$ cat src/rtl/pio_pkg.sv
package pio_pkg;

    localparam int CNT_W = 12;
    localparam int MAX_MODE = 4;
    localparam logic [1:0] TASKFILE_CS = 2'b10;

    typedef logic [CNT_W-1:0] cnt_t;

    typedef enum logic [2:0] {
        PH_IDLE,
        PH_SETUP,
        PH_PULSE,
        PH_WAIT,
        PH_HOLD,
        PH_RECOV
    } phase_e;

    typedef struct packed {
        cnt_t setup;
        cnt_t pulse;
        cnt_t hold;
        cnt_t recov;
    } phase_len_t;

    typedef struct packed {
        logic [4:0]  addr;
        logic        write;
        logic        wide;
        logic [15:0] wdata;
    } access_t;

    function automatic int unsigned ns_to_clk(input int unsigned ns, input int unsigned per);
        return (ns + per - 1) / per;
    endfunction

    function automatic logic is_wide_reg(input logic [4:0] a);
        return a == {TASKFILE_CS, 3'b000};
    endfunction

    function automatic phase_len_t derive_len(input logic [2:0] mode, input int unsigned per);
        int unsigned cyc_ns, su_ns, pw_ns, hd_ns, rc_ns;
        int s, p, h, c, rc, r;
        phase_len_t res;
        case (mode)
            3'd0:    begin cyc_ns = 600; su_ns = 70; pw_ns = 165; hd_ns = 30; rc_ns = 0;  end
            3'd1:    begin cyc_ns = 383; su_ns = 50; pw_ns = 125; hd_ns = 20; rc_ns = 0;  end
            3'd2:    begin cyc_ns = 240; su_ns = 30; pw_ns = 100; hd_ns = 15; rc_ns = 0;  end
            3'd3:    begin cyc_ns = 180; su_ns = 30; pw_ns = 80;  hd_ns = 10; rc_ns = 70; end
            default: begin cyc_ns = 120; su_ns = 25; pw_ns = 70;  hd_ns = 10; rc_ns = 25; end
        endcase
        s  = int'(ns_to_clk(su_ns, per));
        p  = int'(ns_to_clk(pw_ns, per));
        h  = int'(ns_to_clk(hd_ns, per));
        c  = int'(ns_to_clk(cyc_ns, per));
        rc = int'(ns_to_clk(rc_ns, per));
        r  = rc - h;
        if (c - s - p - h > r) r = c - s - p - h;
        if (r < 0) r = 0;
        res.setup = CNT_W'(s);
        res.pulse = CNT_W'(p);
        res.hold  = CNT_W'(h);
        res.recov = CNT_W'(r);
        return res;
    endfunction

endpackage

$ cat src/rtl/pio_mode_timing.sv
module pio_mode_timing
    import pio_pkg::*;
#(
    parameter int unsigned CLK_PERIOD_NS = 20
) (
    input  logic [2:0] mode_i,
    output phase_len_t len_o
);
    // One row per mode; the live row is picked by the latched mode.
    phase_len_t table_q [MAX_MODE+1];

    for (genvar m = 0; m <= MAX_MODE; m++) begin : g_mode
        assign table_q[m] = derive_len(3'(m), CLK_PERIOD_NS);
    end

    always_comb begin
        if (mode_i > 3'(MAX_MODE)) len_o = table_q[MAX_MODE];
        else                       len_o = table_q[mode_i];
    end

    always_comb begin
        assert (len_o.setup != '0 && len_o.pulse != '0 && len_o.hold != '0)
            else $error("p_nonzero_phase_r3: a mandatory phase has zero length");
    end

endmodule

$ cat src/rtl/pio_iordy_sync.sv
module pio_iordy_sync #(
    parameter int STAGES = 2
) (
    input  logic clk,
    input  logic rst,
    input  logic async_i,
    output logic sync_o
);
    logic [STAGES-1:0] chain_q;

    always_ff @(posedge clk) begin
        if (rst) chain_q <= '1;
        else     chain_q <= {chain_q[STAGES-2:0], async_i};
    end

    assign sync_o = chain_q[STAGES-1];

endmodule

$ cat src/rtl/pio_phase_fsm.sv
module pio_phase_fsm
    import pio_pkg::*;
#(
    parameter int WAIT_LIMIT = 1024,
    localparam int WW = $clog2(WAIT_LIMIT + 1)
) (
    input  logic       clk,
    input  logic       rst,
    input  logic       start_i,
    input  phase_len_t len_i,
    input  logic       rdy_i,
    output phase_e     phase_o,
    output logic       capture_o,
    output logic       done_o,
    output logic       tout_o
);
    phase_e        phase_q;
    cnt_t          cnt_q;
    logic [WW-1:0] wcnt_q;
    logic          done_q;
    logic          tout_q;
    logic          last_cnt;

    assign last_cnt  = (cnt_q == '0);
    assign capture_o = ((phase_q == PH_PULSE) && last_cnt && rdy_i)
                     || ((phase_q == PH_WAIT) && rdy_i);

    always_ff @(posedge clk) begin
        if (rst) begin
            phase_q <= PH_IDLE;
            cnt_q   <= '0;
            wcnt_q  <= '0;
            done_q  <= 1'b0;
            tout_q  <= 1'b0;
        end else begin
            done_q <= 1'b0;
            case (phase_q)
                PH_IDLE: begin
                    if (start_i) begin
                        phase_q <= PH_SETUP;
                        cnt_q   <= len_i.setup - 1'b1;
                        tout_q  <= 1'b0;
                    end
                end
                PH_SETUP: begin
                    if (last_cnt) begin
                        phase_q <= PH_PULSE;
                        cnt_q   <= len_i.pulse - 1'b1;
                    end else begin
                        cnt_q <= cnt_q - 1'b1;
                    end
                end
                PH_PULSE: begin
                    if (!last_cnt) begin
                        cnt_q <= cnt_q - 1'b1;
                    end else if (rdy_i) begin
                        phase_q <= PH_HOLD;
                        cnt_q   <= len_i.hold - 1'b1;
                    end else begin
                        phase_q <= PH_WAIT;
                        wcnt_q  <= '0;
                    end
                end
                PH_WAIT: begin
                    if (rdy_i) begin
                        phase_q <= PH_HOLD;
                        cnt_q   <= len_i.hold - 1'b1;
                    end else if (wcnt_q == WW'(WAIT_LIMIT - 1)) begin
                        phase_q <= PH_HOLD;
                        cnt_q   <= len_i.hold - 1'b1;
                        tout_q  <= 1'b1;
                    end else begin
                        wcnt_q <= wcnt_q + 1'b1;
                    end
                end
                PH_HOLD: begin
                    if (!last_cnt) begin
                        cnt_q <= cnt_q - 1'b1;
                    end else if (len_i.recov == '0) begin
                        phase_q <= PH_IDLE;
                        done_q  <= 1'b1;
                    end else begin
                        phase_q <= PH_RECOV;
                        cnt_q   <= len_i.recov - 1'b1;
                    end
                end
                PH_RECOV: begin
                    if (last_cnt) begin
                        phase_q <= PH_IDLE;
                        done_q  <= 1'b1;
                    end else begin
                        cnt_q <= cnt_q - 1'b1;
                    end
                end
                default: phase_q <= PH_IDLE;
            endcase
        end
    end

    assign phase_o = phase_q;
    assign done_o  = done_q;
    assign tout_o  = tout_q;

    p_start_enters_setup_r2: assert property (@(posedge clk) disable iff (rst)
        (phase_q == PH_IDLE && start_i) |=> (phase_q == PH_SETUP));

    p_ready_ends_wait_r8: assert property (@(posedge clk) disable iff (rst)
        (phase_q == PH_WAIT && rdy_i) |=> (phase_q == PH_HOLD));

    p_wait_bounded_r9: assert property (@(posedge clk) disable iff (rst)
        (phase_q == PH_WAIT) |-> (wcnt_q < WW'(WAIT_LIMIT)));

    p_done_single_r13: assert property (@(posedge clk) disable iff (rst)
        done_q |=> !done_q);

    p_done_is_idle_r13: assert property (@(posedge clk) disable iff (rst)
        done_q |-> (phase_q == PH_IDLE));

endmodule

$ cat src/rtl/pio_bus_path.sv
module pio_bus_path
    import pio_pkg::*;
(
    input  logic        clk,
    input  logic        rst,
    input  logic        start_i,
    input  logic        busy_i,
    input  logic        req_write_i,
    input  logic [4:0]  req_addr_i,
    input  logic [15:0] req_wdata_i,
    input  logic        capture_i,
    input  logic [15:0] bus_din_i,
    output logic [4:0]  addr_o,
    output logic        write_o,
    output logic [15:0] dout_o,
    output logic [15:0] rdata_o
);
    access_t     acc_q;
    logic [15:0] rdata_q;
    access_t     acc_next;

    always_comb begin
        acc_next.addr  = req_addr_i;
        acc_next.write = req_write_i;
        acc_next.wide  = is_wide_reg(req_addr_i);
        acc_next.wdata = acc_next.wide ? req_wdata_i : {8'h00, req_wdata_i[7:0]};
    end

    always_ff @(posedge clk) begin
        if (rst) begin
            acc_q   <= '0;
            rdata_q <= '0;
        end else begin
            if (start_i) acc_q <= acc_next;
            if (capture_i && !acc_q.write)
                rdata_q <= acc_q.wide ? bus_din_i : {8'h00, bus_din_i[7:0]};
        end
    end

    assign addr_o  = acc_q.addr;
    assign write_o = acc_q.write;
    assign dout_o  = acc_q.wdata;
    assign rdata_o = rdata_q;

    p_addr_held_r2: assert property (@(posedge clk) disable iff (rst)
        busy_i |=> $stable(acc_q.addr));

    p_narrow_upper_zero_r11: assert property (@(posedge clk) disable iff (rst)
        !acc_q.wide |-> (acc_q.wdata[15:8] == 8'h00));

endmodule

$ cat src/rtl/pio_cycle_engine.sv
module pio_cycle_engine
    import pio_pkg::*;
#(
    parameter int unsigned CLK_PERIOD_NS = 20,
    parameter int          WAIT_LIMIT    = 1024,
    parameter int          SYNC_STAGES   = 2
) (
    input  logic        clk,
    input  logic        rst,
    input  logic [2:0]  mode_sel,
    input  logic        strobe_act_high,
    input  logic        req_valid,
    input  logic        req_write,
    input  logic [4:0]  req_addr,
    input  logic [15:0] req_wdata,
    output logic        busy,
    output logic [4:0]  dev_addr,
    output logic        dev_rd,
    output logic        dev_wr,
    output logic [15:0] bus_dout,
    output logic        bus_oe,
    input  logic [15:0] bus_din,
    input  logic        iordy,
    output logic        rsp_done,
    output logic [15:0] rsp_rdata,
    output logic        rsp_timeout
);
    phase_e     phase;
    phase_len_t len;
    logic [2:0] mode_q;
    logic [2:0] mode_eff;
    logic       start;
    logic       rdy_sync;
    logic       capture;
    logic       done;
    logic       tout;
    logic       wr_q;
    logic       strobe_on;
    logic       rd_act;
    logic       wr_act;

    assign busy     = (phase != PH_IDLE);
    assign start    = req_valid && !busy;
    assign mode_eff = start ? mode_sel : mode_q;

    always_ff @(posedge clk) begin
        if (rst)        mode_q <= '0;
        else if (start) mode_q <= mode_sel;
    end

    pio_mode_timing #(.CLK_PERIOD_NS(CLK_PERIOD_NS)) u_timing (
        .mode_i (mode_eff),
        .len_o  (len)
    );

    pio_iordy_sync #(.STAGES(SYNC_STAGES)) u_sync (
        .clk     (clk),
        .rst     (rst),
        .async_i (iordy),
        .sync_o  (rdy_sync)
    );

    pio_phase_fsm #(.WAIT_LIMIT(WAIT_LIMIT)) u_fsm (
        .clk       (clk),
        .rst       (rst),
        .start_i   (start),
        .len_i     (len),
        .rdy_i     (rdy_sync),
        .phase_o   (phase),
        .capture_o (capture),
        .done_o    (done),
        .tout_o    (tout)
    );

    pio_bus_path u_path (
        .clk         (clk),
        .rst         (rst),
        .start_i     (start),
        .busy_i      (busy),
        .req_write_i (req_write),
        .req_addr_i  (req_addr),
        .req_wdata_i (req_wdata),
        .capture_i   (capture),
        .bus_din_i   (bus_din),
        .addr_o      (dev_addr),
        .write_o     (wr_q),
        .dout_o      (bus_dout),
        .rdata_o     (rsp_rdata)
    );

    assign strobe_on = (phase == PH_PULSE) || (phase == PH_WAIT);
    assign rd_act    = strobe_on && !wr_q;
    assign wr_act    = strobe_on && wr_q;
    assign dev_rd    = strobe_act_high ? rd_act : !rd_act;
    assign dev_wr    = strobe_act_high ? wr_act : !wr_act;
    assign bus_oe    = wr_q && (phase inside {PH_SETUP, PH_PULSE, PH_WAIT, PH_HOLD});

    assign rsp_done    = done;
    assign rsp_timeout = done && tout;

    p_oe_only_writes_r12: assert property (@(posedge clk) disable iff (rst)
        bus_oe |-> wr_q);

    p_one_strobe_r10: assert property (@(posedge clk) disable iff (rst)
        $onehot0({rd_act, wr_act}));

    p_timeout_with_done_r9: assert property (@(posedge clk) disable iff (rst)
        rsp_timeout |-> rsp_done);

    p_mode_latched_r14: assert property (@(posedge clk) disable iff (rst)
        (busy && !$rose(busy)) |-> $stable(mode_q));

endmodule

$ cat config.mk
export PLATFORM = sky130hd
export DESIGN_NAME = pio_cycle_engine
export DESIGN_NICKNAME = d
export VERILOG_FILES = /design/src/rtl/pio_pkg.sv /design/src/rtl/pio_mode_timing.sv /design/src/rtl/pio_iordy_sync.sv /design/src/rtl/pio_phase_fsm.sv /design/src/rtl/pio_bus_path.sv /design/src/rtl/pio_cycle_engine.sv
export SDC_FILE = /design/constraint.sdc
export NUM_CORES = 1
export LEC_CHECK = 0
export ABC_AREA = 0
export BUFFER_PORTS_ARGS = -buffer_cell sky130_fd_sc_hd__buf_2
export CORE_ASPECT_RATIO = 1.75
export CORE_MARGIN = 8
export CORE_UTILIZATION = 59
export CTS_CLUSTER_SIZE = 24
export DETAILED_ROUTE_END_ITERATION = 16
export PLACE_DENSITY = 0.85
export SYNTH_ARGS = -nofsm -noshare
export SYNTH_HDL_FRONTEND = slang
export SYNTH_SLANG_ARGS = --single-unit
$ cat constraint.sdc
create_clock -name clk -period 9.58 [get_ports clk]
set_input_delay 0.479 -clock clk [delete_from_list [all_inputs] [get_ports clk]]
set_output_delay 0.479 -clock clk [all_outputs]
set_load 0.02 [all_outputs]
==> metrics.md <==
| Metric | Value |
|---|---|
| Sw power | 0.6835 mW |
| Quantity of I/O buffers inserted on ports | 88 |
| Worst R2R Start | u_fsm.phase_o[2] |
| Initial antenna violation count | 0 |
| VDD IR-drop max | 0.2415 mV |
| Minimum clock period | 4.029 ns |
| CTS tree | built |
| Commonest cells after routing, fill and taps aside | 88 x buf_2, 73 x nand2_1, 72 x dfxtp_1 |
| Number of synthesized flops with an enable pin | 0 |
| Row cnt | 40 |
| Routed WL | 11,690 um |
| Clock Skew | 0.008509 ns |
| Via density | 6.173 |
| Post-layout instance area | 0.004743 sq mm |
| Worst-Margin Slew | 1.163 ns |
| HPWL after DPL | 8513 um |
| Reg2Reg Setup Slack | 5.55 ns |
| Slew Viols, Final | 0 |
| H-tree depth | 3 |
| Synth Register Bits | 72 |
| Worst hold slack | 0.3318 ns |
| Crit path max fanout | 33 |
| Ratio of final minimum period to clock period | 42.06% |
| Hold buffer count at cts | 0 |
| Yosys Warn Count | 0 |
| Max Freq | 0.2482 GHz |
| Tot GR Track Use | 22.69% |
| Gr ovfl total | 0 |
| CTS Sinks | 72 |
| Leakage Power | 1.957 nW |
| Clk root buf | clkbuf_16 |
| Final GP Congestion | 1.044 |
| Most common library cell in the layout ignoring fill and taps | buf_2 |
| Max-slew headroom | 22.16% |
| Hold EP | u_sync.chain_q[0] |
| Syn Nets | 585 |
| Proportion of layout cells with a drive suffix above 1 | 20.55% |
| Post-synth ARST share | 0% |
| Top cell type's share of synthesized area | 34.79% |
| Clock Latency Late Sink | 0.34 ns |
| Largest cells by area after synthesis | dfxtp_1 35%, a21oi_1 7.7%, nand2_1 6.6% |
| Logic pwr share | 48.9% |
| Final #Nets | 635 |
| Type of origin of the critical path | register |
| Vias | 4,093 |
| CP Capture Type | register |
| Register-to-Register Path Depth | 12 |
| Post-DRT Antenna Nets | 0 |
| Crit path arrival time | 4.27 ns |
| Worst path cell trace | or4b_4, mux2i_1, ha_1, nand2_1, inv_1, ha_1, and3_1, a21oi_1, o21ai_1, nor2_1, a21oi_1, nor4b_1 |
| Ant. Diodes | 0 |
| Full die area | 0.01006 sq mm |
| Sequential share of the synthesized area | 34.79% |
| Hold path start | iordy |
| Die height | 126.9 um |
| Clock Pin Slew Worst Setup and Hold Paths | 0.06 ns |
| Int Power | 0.8604 mW |
| Mapped Cells | 524 |
| Drt wl/cell | 17.63 um |
| Initial DRT Pass Iterations | 6 |
| Final hold vios | 0 |
| Area Growth Syn to Fin | 14.50% |
| Util after Layout | 69.18% |
| Number of global-route vias before repair | 3,842 |
| Worst endpoint required time | 9.82 ns |
| Hold depth | 2 |
| Main flop type after synthesis | dfxtp_1 |
| Num ports | 89 |
| Clock power frac | 23.6% |
| # resized after CTS | 0 |
| Yosys cell types | 70 |
| Tot Pwr | 1.544 mW |
| TritonCTS Buffers | 9 |
| Largest net degree at the start of global routing | 67 |
| Sw Ratio | 44.27% |
| First-pass GRT wire length | 18,450 um |
| Post CTS Setup Buffer Count | 0 |
| Initial DRC count | 322 |
| RSZ-0062 raised after global routing | no |
| Placed inst area | 0.004419 sq mm |
| Slowest cell delay on critical path | 1.02 ns |
| Cell Pwr Density | 325.5 mW/mm^2 |
| Initial Utilization | 60.42% |
| Cell Area, Synth | 0.004143 sq mm |
| Cell taking the most area after synthesis | dfxtp_1 |
| Seq. cell area | 0.001441 sq mm |
| Maximum clock path buffer count | 2 |
| Core area | 0.006857 sq mm |
| Final setup viols | 0 |
| Synthesized area per cell | 7.906 sq um |
| CP max stage cell | dfxtp_1 |
| Worst reg2reg endpoint | u_fsm.cnt_q[8] |
| Worst Hold Class | in2reg |
| Die Width | 79.34 um |
| Max Cap Viol | 0 |
| FILL cells | 581 |
| Remaining DRCs | 0 |
| Multi-input logic area | 0.002354 sq mm |
| Flop pwr share | 27.5% |
| Worst setup path class | reg2reg |
| Status | complete, no violations |
| Fin Setup TNS | 0 ns |
per-layer routing:
metal	part of all wire [%]	track usage [%]	up-vias
li1	-	-	1979
met1	38	23.71	1888
met2	51	38.79	187
met3	7.3	6.082	39
met4	3.8	13.94	0
met5	0	0	-
synth_stat cells, drive strengths merged (4+ instances only):
library cell,number
a211oi,9
inv,15
xnor2,5
clkbuf,26
a22oi,11
o221ai,4
dfxtp,72
nand2b,7
or3,14
mux2i,5
nor3,9
o31ai,4
o21ai,17
and3,4
nand3,20
ha,15
nand4,7
nor2,44
nand3b,5
a21oi,64
buf,26
nand2,73
o211ai,8
xor2,5
power by group through the flow:
stage	Combinational, mW	Clock (mW)	Sequential [mW]
after floorplan	0.609	0	0.385
after global placement	0.732	0	0.427
after detailed placement	0.737	0	0.428
after CTS	0.743	0.368	0.422
after global routing	0.818	0.381	0.431
final	0.755	0.364	0.425
kinds of logic after synthesis:
| family | count (synthesis) | synth area share, % |
|---|---|---|
| DFF | 72 | 34.79 |
| xor gates and xnor gates | 10 | 2.114 |
| muxes | 6 | 1.872 |
| adders and majority gates | 15 | 4.530 |
| and+or+nand+nor | 202 | 24.34 |
| buffers and inverters | 67 | 8.396 |
| AOI/OAI and AO/OA | 152 | 23.95 |
state kept, by name, summed over array words and instances, names as in the netlist:
| signal | flops |
|---|---|
| u_path.write_o | 1 |
| u_sync.chain_q | 2 |
| u_path.rdata_o | 16 |
| u_path.addr_o | 5 |
| u_fsm.tout_o | 1 |
| u_path.acc_q | 1 |
| u_fsm.wcnt_q | 11 |
| mode_q | 3 |
| u_fsm.done_o | 1 |
| u_fsm.phase_o | 3 |
| u_fsm.cnt_q | 12 |
| u_path.dout_o | 16 |
area by class of cell:
class / count / area share (%)
clock buffer: 12 / 5.197
clock inverter: 4 / 1.635
inverter: 15 / 1.187
multi-input combinational: 385 / 49.62
sequential: 72 / 30.39
tap: 84 / 2.216
timing repair buffer: 91 / 9.760
critical path, delay by kind of cell (launching register included):
family	cells	cell delay, ns
compound gates	3	0.64
fa+ha+maj	2	0.61
buf+inv	1	0.11
flops	1	1.02
mux	1	0.42
simple gates	5	1.13
per-stage QoR:
stage	cells	setup WS (ns)
3_3_place_gp	647	5.751
4_1_cts	663	5.636
2_1_floorplan	524	6.473
3_5_place_dp	647	5.641
6_report	663	5.551
5_1_grt	663	5.181
worst max-delay path by stage:
stage,startpoint,endpoint,slack [ns],cells after the start
global placement,u_fsm.phase_o[2],u_fsm.cnt_q[8],5.75,12
detailed placement,u_fsm.phase_o[2],u_fsm.cnt_q[8],5.64,12
CTS,u_fsm.phase_o[2],u_fsm.cnt_q[8],5.64,12
global route,u_fsm.phase_o[2],u_fsm.cnt_q[8],5.18,12
floorplan,req_valid,u_fsm.cnt_q[5],6.47,10
finish,u_fsm.phase_o[2],u_fsm.cnt_q[8],5.55,12
(Power assumes the default switching activity.)
